<file path="src/rtl/ctp_pkg.sv">
package ctp_pkg;
   localparam int unsigned CTRL_SRC_BIT = 8;   // source select position
   localparam int unsigned CTRL_INC_BIT = 9;   // step-size position
   localparam logic        ADDR_CTRL    = 1'b0;
   localparam logic        ADDR_PRESC   = 1'b1;
endpackage

</file>
<file path="src/rtl/ctp_regs.sv">
module ctp_regs #(
   parameter int unsigned REG_W       = 32,
   parameter logic [31:0] PRESC_RESET = 32'h8000_0000
) (
   input  logic             clk,
   input  logic             rst_n,
   input  logic             wr,
   input  logic             addr,
   input  logic [REG_W-1:0] wdata,
   output logic [REG_W-1:0] rdata,
   output logic             sel_alt,
   output logic             step_two,
   output logic [REG_W-1:0] presc,
   output logic             presc_wr
);
   import ctp_pkg::*;

   if (REG_W <= CTRL_INC_BIT) begin : g_bad_width
      $error("ctp_regs: REG_W must hold the control fields");
   end

   assign presc_wr = wr && (addr == ADDR_PRESC);

   always_ff @(posedge clk or negedge rst_n) begin
      if (!rst_n) begin
         sel_alt  <= 1'b0;
         step_two <= 1'b0;
         presc    <= PRESC_RESET[REG_W-1:0];
      end else if (wr) begin
         if (addr == ADDR_CTRL) begin
            sel_alt  <= wdata[CTRL_SRC_BIT];
            step_two <= wdata[CTRL_INC_BIT];
         end else begin
            presc <= wdata;
         end
      end
   end

   always_comb begin
      rdata = '0;
      if (addr == ADDR_CTRL) begin
         rdata[CTRL_SRC_BIT] = sel_alt;
         rdata[CTRL_INC_BIT] = step_two;
      end else begin
         rdata = presc;
      end
   end

   // a control write leaves the prescaler untouched
   assert_ctrl_wr_keeps_presc_R9: assert property (@(posedge clk) disable iff (!rst_n)
      (wr && addr == ADDR_CTRL) |=> $stable(presc));
endmodule

</file>
<file path="src/rtl/ctp_phase_acc.sv">
module ctp_phase_acc #(
   parameter int unsigned ACC_W = 32
) (
   input  logic             clk,
   input  logic             rst_n,
   input  logic             step,
   input  logic             clear,
   input  logic [ACC_W-1:0] presc,
   output logic             fire,
   output logic             tick_q
);
   localparam logic [ACC_W-1:0] UNITY = {1'b1, {(ACC_W-1){1'b0}}};

   if (ACC_W < 8) begin : g_bad_acc
      $error("ctp_phase_acc: ACC_W too small");
   end

   logic [ACC_W-1:0] phase;
   logic [ACC_W-1:0] limit;
   logic [ACC_W:0]   sum;
   logic [ACC_W:0]   nxt;
   logic             reach;

   // values below unity behave as unity
   assign limit = (presc < UNITY) ? UNITY : presc;
   assign sum   = {1'b0, phase} + {1'b0, UNITY};
   assign reach = (sum >= {1'b0, limit});
   assign nxt   = reach ? (sum - {1'b0, limit}) : sum;
   // a prescaler write wins over a step in the same cycle
   assign fire  = step && !clear && reach;

   always_ff @(posedge clk or negedge rst_n) begin
      if (!rst_n) begin
         phase  <= '0;
         tick_q <= 1'b0;
      end else begin
         tick_q <= fire;
         if (clear)      phase <= '0;
         else if (step)  phase <= nxt[ACC_W-1:0];
      end
   end

   always_comb begin
      if (rst_n) begin
         assert_phase_fits_R5: assert (nxt[ACC_W] == 1'b0 || !step);
      end
   end

   assert_phase_bound_R5: assert property (@(posedge clk) disable iff (!rst_n)
      phase < limit || $past(clear || (presc != limit) || !rst_n) || $changed(presc));

   assert_unity_every_pulse_R4: assert property (@(posedge clk) disable iff (!rst_n)
      (step && !clear && presc == UNITY && phase == '0) |=> tick_q);

   assert_clear_no_tick_R7: assert property (@(posedge clk) disable iff (!rst_n)
      clear |=> (!tick_q && phase == '0));
endmodule

</file>
<file path="src/rtl/ctp_counter.sv">
module ctp_counter #(
   parameter int unsigned CNT_W = 64
) (
   input  logic             clk,
   input  logic             rst_n,
   input  logic             adv,
   input  logic             step_two,
   output logic [CNT_W-1:0] cnt
);
   localparam logic [CNT_W-1:0] INC_ONE = CNT_W'(1);
   localparam logic [CNT_W-1:0] INC_TWO = CNT_W'(2);

   if (CNT_W < 2) begin : g_bad_cnt
      $error("ctp_counter: CNT_W must be at least 2");
   end

   always_ff @(posedge clk or negedge rst_n) begin
      if (!rst_n)   cnt <= '0;
      else if (adv) cnt <= cnt + (step_two ? INC_TWO : INC_ONE);
   end

   // no advance, no change
   assert_cnt_hold_R10: assert property (@(posedge clk) disable iff (!rst_n)
      ($past(rst_n) && !$past(adv)) |-> $stable(cnt));
endmodule

</file>
<file path="src/rtl/ctp_core_timer_prescaler.sv">
module ctp_core_timer_prescaler #(
   parameter int unsigned REG_W = 32,
   parameter int unsigned CNT_W = 64
) (
   input  logic             clk,
   input  logic             rst_n,
   input  logic             xtal_pulse,
   input  logic             alt_pulse,
   input  logic             reg_wr,
   input  logic             reg_addr,
   input  logic [REG_W-1:0] reg_wdata,
   output logic [REG_W-1:0] reg_rdata,
   output logic             tick,
   output logic [CNT_W-1:0] count
);
   logic             sel_alt;
   logic             step_two;
   logic [REG_W-1:0] presc;
   logic             presc_wr;
   logic             src_step;
   logic             fire;

   ctp_regs #(.REG_W(REG_W)) u_regs (
      .clk(clk), .rst_n(rst_n), .wr(reg_wr), .addr(reg_addr),
      .wdata(reg_wdata), .rdata(reg_rdata), .sel_alt(sel_alt),
      .step_two(step_two), .presc(presc), .presc_wr(presc_wr)
   );

   assign src_step = sel_alt ? alt_pulse : xtal_pulse;

   ctp_phase_acc #(.ACC_W(REG_W)) u_acc (
      .clk(clk), .rst_n(rst_n), .step(src_step), .clear(presc_wr),
      .presc(presc), .fire(fire), .tick_q(tick)
   );

   ctp_counter #(.CNT_W(CNT_W)) u_cnt (
      .clk(clk), .rst_n(rst_n), .adv(fire), .step_two(step_two), .cnt(count)
   );

   // a tick follows only a pulse on the selected source
   assert_tick_from_selected_R2: assert property (@(posedge clk) disable iff (!rst_n)
      tick |-> ($past(rst_n) && $past(sel_alt ? alt_pulse : xtal_pulse)));

   // tick never lasts two cycles without a second pulse
   assert_tick_single_R10: assert property (@(posedge clk) disable iff (!rst_n)
      (tick && !src_step) |=> !tick);
endmodule

</file>
<file path="config.mk">
export PLATFORM = sky130hd
export DESIGN_NAME = ctp_core_timer_prescaler
export DESIGN_NICKNAME = d
export VERILOG_FILES = /design/src/rtl/ctp_pkg.sv /design/src/rtl/ctp_regs.sv /design/src/rtl/ctp_phase_acc.sv /design/src/rtl/ctp_counter.sv /design/src/rtl/ctp_core_timer_prescaler.sv
export SDC_FILE = /design/constraint.sdc
export NUM_CORES = 1
export LEC_CHECK = 0
export BUFFER_PORTS_ARGS = -buffer_cell sky130_fd_sc_hd__buf_2
export CAP_MARGIN = 20
export CORE_MARGIN = 2
export CORE_UTILIZATION = 50
export CTS_BUF_LIST = sky130_fd_sc_hd__clkbuf_4
export DETAILED_ROUTE_END_ITERATION = 8
export PLACE_DENSITY = 0.77
export SETUP_SLACK_MARGIN = 0.02
export SYNTH_ARGS = -nofsm -noshare
export SYNTH_HDL_FRONTEND = slang
export SYNTH_SLANG_ARGS = --single-unit
</file>
<file path="constraint.sdc">
create_clock -name clk -period 3.76 [get_ports clk]
set_clock_uncertainty 0.1 [all_clocks]
set_input_delay 0.752 -clock clk [delete_from_list [all_inputs] [get_ports clk]]
set_output_delay 0.752 -clock clk [all_outputs]
set_load 0.1 [all_outputs]
</file>
# --- Word level (Yosys, flattened, before mapping) ---
# Index checks and enable logic that the tools add are counted.
totals:
  regBits: 131
  in_bits: 38
  output_inout_bits: 97
  wordCells: 28
classes:
  addsub: 3
  order_cmp: 2
  muxes: 9
  bitwise_logic: 1
  n_reduce_logical: 7
op_table:
  columns: ["op", "n"]
  rows:
  - ["two-way mux 32 bit", 4]
  - ["adder 64 bit", 1]
  - ["adder 32 x 32 -> 33 bit, second input constant", 1]
  - [">= comparator 33 x 32 -> 1 bit", 1]
  - ["less-than comparator 32 bit, second input constant", 1]
  - ["subtractor 32 bit", 1]
  - ["two-way mux 22 bit", 1]
  - ["two-way mux 8 bit", 1]
  - ["two-way mux 2 bit", 2]
  - ["AND reduction 2 bit", 2]
  - ["logical AND 1 bit", 3]
  - ["nonzero test 2 bit", 1]
  - ["zero test 1 bit", 1]
  - ["two-way mux 1 bit", 1]
  - ["inverter 1 bit", 1]

# --- Logic depth before layout (Yosys ltp) ---
logic_depth:
  word_depth: 6
  ltp_mapped: 14
  ltp_nobuf: 12

# --- Cells and area by module ---
# A second synthesis with hierarchy kept.
unflattened:
  hier_cells: 837
  hier_area_um2: 8086.5
modules_own_cells:
  columns: ["module", "n_inst", "cells_each", "area_per_inst_um2", "seq_area_each_um2"]
  rows:
  - ["ctp_phase_acc", 1, 424, 3230.6, 825.8]
  - ["ctp_counter", 1, 302, 3213.1, 1601.5]
  - ["ctp_regs", 1, 110, 1627.8, 852.1]
  - ["ctp_core_timer_prescaler", 1, 1, 15.0, 0.0]

# --- Worst setup path before layout ---
# Ideal clock, no wire load.
synth_path:
  kind: "input -> output"
  start: "input port reg_addr"
  end: "output port reg_rdata[9]"
  t_arrival_ns: 3.048
  required_ns: 2.908
  path_slack_ns: -0.140
  cell_stages: 2
  path_cell_list: "clkbuf_1 > o21ai_0"
synth_between:
  elab_chain_cells: 1
synth_rtl:
  columns: ["item", "line", "source"]
  rows:
  - ["from (decl)", "ctp_core_timer_prescaler.sv:10", "input logic reg_addr,"]
  - ["two-way mux 2 bit", "ctp_regs.sv:41", "if (addr == ADDR_CTRL) begin"]
  - ["to (decl)", "ctp_core_timer_prescaler.sv:12", "output logic [REG_W-1:0] reg_rdata,"]
# Every way passes these cells.

# --- Worst setup path after layout ---
layout_path:
  start: "register u_regs.presc[31]"
  end: "register u_acc.phase[30]"
layout_between:
  elab_chain_cells: 6
  elab_cells_between_ends: 7
  classes_between: "1 x add/sub; 2 x order compare; 4 x mux"
layout_rtl:
  columns: ["item", "line", "source"]
  rows:
  - ["from (decl)", "ctp_regs.sv:13", "output logic [REG_W-1:0] presc,"]
  - ["from (signal assigned)", "ctp_regs.sv:28", "presc <= PRESC_RESET[REG_W-1:0];"]
  - ["from (signal assigned)", "ctp_regs.sv:34", "presc <= wdata;"]
  - ["less-than comparator 32 bit", "ctp_phase_acc.sv:25", "assign limit = (presc < UNITY) ? UNITY : presc;"]
  - ["two-way mux 32 bit *", "ctp_phase_acc.sv:25", null]
  - ["subtractor 32 bit / >= comparator 33 x 32 -> 1 bit (equally long branches)", "ctp_phase_acc.sv:28, ctp_phase_acc.sv:27", null]
  - ["two-way mux 32 bit *", "ctp_phase_acc.sv:28", "assign nxt = reach ? (sum - {1'b0, limit}) : sum;"]
  - ["two-way mux 32 bit *", "ctp_phase_acc.sv:39", "else if (step) phase <= nxt[ACC_W-1:0];"]
  - ["two-way mux 32 bit *", "ctp_phase_acc.sv:38", "if (clear) phase <= '0;"]
  - ["to (signal assigned)", "ctp_phase_acc.sv:39", null]
  - ["to (decl)", "ctp_phase_acc.sv:18", "logic [ACC_W-1:0] phase;"]
# Every way passes the cells marked *; elsewhere a longest branch is shown, timed or not. The select of a mux whose other input is x is not followed.
# A chain may end at the register's enable or synchronous reset.

==> impl_metrics.csv <==
group,metric,value,unit
power_and_ir_drop,switchingPower,3.54,mW
critical_path,max_stage_delay,700,ps
global_routing,gr-total-overflow,0,
cells_and_area,nFillCells,1463,
critical_path,path_cells,"buf_12 > and2_1 > ha_1 > inv_1 > fa_1 > a21o_1 > a221oi_2 > a2111o_1 > a31oi_2 > o21ai_0 > or4b_1 > a211oi_2 > nor3_1",
sta,drv_slew,0,
sta,finalHoldViolCount,0,
global_routing,grt_pass1_wl,36400,um
synth,syn-num-nets,1040,
cts,clk_latency,560,ps
sta,worst_slew_pin_slew,799,ps
critical_path,ff2ff_setup_slack,220,ps
power_and_ir_drop,worst_ir_drop_vdd,381,uV
cts,h-tree-depth,4,
synth,synth.top_cell.area_share,0.382,
synth,ys_seq_area_frac,0.385,
sta,finalCritPeriodShare,0.940,
detailed_routing,drc,0,
synth,synth-seq-cells,131,
cts,cts_tree,"yes",
critical_path,crit_slowest_cell,"dfstp_4",
detailed_routing,ant_nets,0,
global_routing,grt_pass1_vias,7398,
critical_path,reg2reg_depth,13,
floorplan,die_area,18100,um2
detailed_routing,wl_per_cell,16.2,um
cells_and_area,final_cells,1328,
cts,clockBufferDepth,2,
cells_and_area,design_area,9830,um2
synth,synthTopCellsByArea,"dfrtp_1 (38%), nand2_1 (9.4%), xor2_1 (6.3%)",
synth,synthFlopType,"dfrtp_1",
synth,synth-edff-count,0,
critical_path,path_class,"reg2reg",
sta,rsz0062_at_grt,"false",
global_routing,grt_max_degree,79,
outcome,outcome,"finished, final reports clean",
synth,synth_compound_area_frac,0.161,
floorplan,core_area,16600,um2
synth,synth_cells,967,
power_and_ir_drop,cellLeakagePower,5.07,nW
place,gp_congestion,0.921,
floorplan,die_w,135,um
detailed_routing,vias_per_cell,5.74,
synth,synth_common_cells,"nand2_1 (213), dfrtp_1 (130), a21oi_1 (68)",
power_and_ir_drop,pwr-share-clk,0.144,
sta,slew_headroom,0.467,
floorplan,initial_utilization,0.512,
place,dpl-instance-area,9470,um2
sta,fin_tns_setup,0,ps
sta,setup_viol,0,
power_and_ir_drop,switching_share,0.495,
cells_and_area,final_util,0.590,
cells_and_area,drive_gt1_frac,0.220,
synth,postSynthAreaPerCell,8.81,um2
cells_and_area,finish.net_count,1167,
hold_path,hp-class,"in2async",
critical_path,end_kind,"register",
power_and_ir_drop,cellPowerDensity,728,nW/um2
power_and_ir_drop,p_int,3.62,mW
synth,synth_fa_ha_area_frac,0.0532,
synth,syn-cell-area,8520,um2
synth,yosys.area_share.simple,0.246,
critical_path,critPathLaunch,"u_regs.presc[31]",
critical_path,worst_ep_required_time,4120,ps
power_and_ir_drop,pwr-share-seq,0.257,
global_routing,antenna_found_initial,1,
critical_path,timing.rr.end,"u_acc.phase[30]",
synth,yosys_warnings,0,
detailed_routing,drt-pass1-iter-count,5,
cts,postCtsHoldBufs,0,
detailed_routing,drtIter0Drc,425,
synth,async_reset_ff_frac,1.00,
global_routing,gr-usage-all-layers,0.247,
detailed_routing,drt_wl_total,21500,um
power_and_ir_drop,p_comb_frac,0.599,
place,numPortBuffers,134,
synth,ys_types,72,
sta,fmax,283,MHz
place,hpwl,15600,um
detailed_routing,dr_total_vias,7623,
sta,final.min_clock_period,3540,ps
critical_path,cp.arrival,3900,ps
floorplan,ioPinCount,135,
cells_and_area,area_delta_synth_final,15.3,%
flow_run,drv_cap,0,
cts,clock-sinks,131,
power_and_ir_drop,finalPower,7.15,mW
synth,yosys-mux-area-fraction,0.0323,
synth,yosysMostFrequentCell,"nand2_1",
critical_path,rr_startpoint,"u_regs.presc[31]",
critical_path,worstSetupEndpoint,"u_acc.phase[30]",
cts,cts_root_buf,"clkbuf_4",
cts,numCtsBuffers,17,
floorplan,num_rows,47,
cts,clkTransAtPathRegs,130,ps
synth,synth.largest_area_cell,"dfrtp_1",
place,dp.cells,1294,
floorplan,die_h,135,um
critical_path,worstSetupStartpointType,"register",
critical_path,critPathMaxFanout,9,
synth,synth_top_family_by_area,"simple AND/OR/NAND/NOR gates",
synth,synth-xor-area-share,0.0864,
==> cell families after synthesis <==
kind of cell	after synthesis
compound gates	190
buf+inv	74
fa+ha+maj	35
xor+xnor	84
simple gates	426
mux	27
flops	131
==> flip-flops by register name, indices dropped and copies added (netlist names) <==
signal	cells
u_regs.sel_alt	1
u_acc.phase	32
u_regs.presc	32
u_regs.step_two	1
u_cnt.cnt	64
u_acc.tick_q	1
==> cell usage in the layout, fill, tap and decap left out, types with 4 or more instances in the layout <==
cell type,n
a21oi_2,4
nand2_1,211
mux2i_1,23
ha_1,33
nand3_1,40
a21o_1,8
nand4_1,32
o21ai_1,6
o211ai_1,11
and2_1,38
clkbuf_4,19
dfrtp_1,130
or3_1,4
and3_1,20
nand2b_1,6
buf_2,133
nor2_1,34
a21oi_1,68
clkinv_4,4
buf_4,27
xor2_1,61
o21ai_0,22
xnor2_1,23
a2111oi_2,14
a31oi_1,6
nor3_1,11
inv_1,19
a211oi_1,13
==> per-stage QoR <==
step / hold slack, ps / worst slack (ps)
finish: 87.8 / 224
global route: 132 / 23.9
CTS: 101 / 28.8
detailed placement: 351 / 65.9
global placement: 354 / 240
floorplan: 352 / 436
==> critical path: cells and delay by family, from the launching register on <==
kind,cells,cell delay [ps]
compound gates,6,1260
flops,1,700
simple gates,3,650
fa+ha+maj,2,540
buf+inv,2,190
==> power groups by stage <==
stage	Sequential, mW	Combinational [mW]	Clock [mW]
floorplan	2.10	3.02	0
global placement	1.86	4.13	0
detailed placement	1.86	4.21	0
CTS	1.84	4.22	1.06
global route	1.87	4.71	1.12
finish	1.84	4.28	1.03
==> what timing repair did <==
action                                  4_1_cts  5_1_grt
endpoints found under the setup margin        0       54
setup buffers                                 0        1
gates resized for setup                       0        5
==> layer usage <==
metal / global-route usage / vias to the layer above / share of wire
met3: 0.0432 / 52 / 0.053
met4: 0.0906 / 0 / 0.025
met2: 0.401 / 261 / 0.47
li1: - / 3675 / -
met5: 0 / - / 0
met1: 0.335 / 3635 / 0.45
==> worst min-delay path by stage <==
stage / endpoint / slack (ps)
2_1_floorplan: u_regs.presc[0] / 350
3_3_place_gp: u_cnt.cnt[63] / 350
3_5_place_dp: u_cnt.cnt[63] / 350
4_1_cts: u_cnt.cnt[18] / 100
5_1_grt: u_cnt.cnt[8] / 130
6_report: u_cnt.cnt[7] / 90
==> layout make-up <==
| class | count | area, um2 | area share |
|---|---|---|---|
| Timing Repair Buffer | 162 | 908 | 0.0924 |
| Tap cell | 220 | 275 | 0.0280 |
| Inverter | 20 | 75.1 | 0.00764 |
| Multi-Input combinational cell | 762 | 4980 | 0.507 |
| Antenna cell | 1 | 2.50 | 0.000255 |
| Sequential cell | 131 | 3280 | 0.334 |
| Clock inverter | 13 | 159 | 0.0162 |
| Clock buffer | 19 | 143 | 0.0145 |
Power figures use the tool's default switching activity.
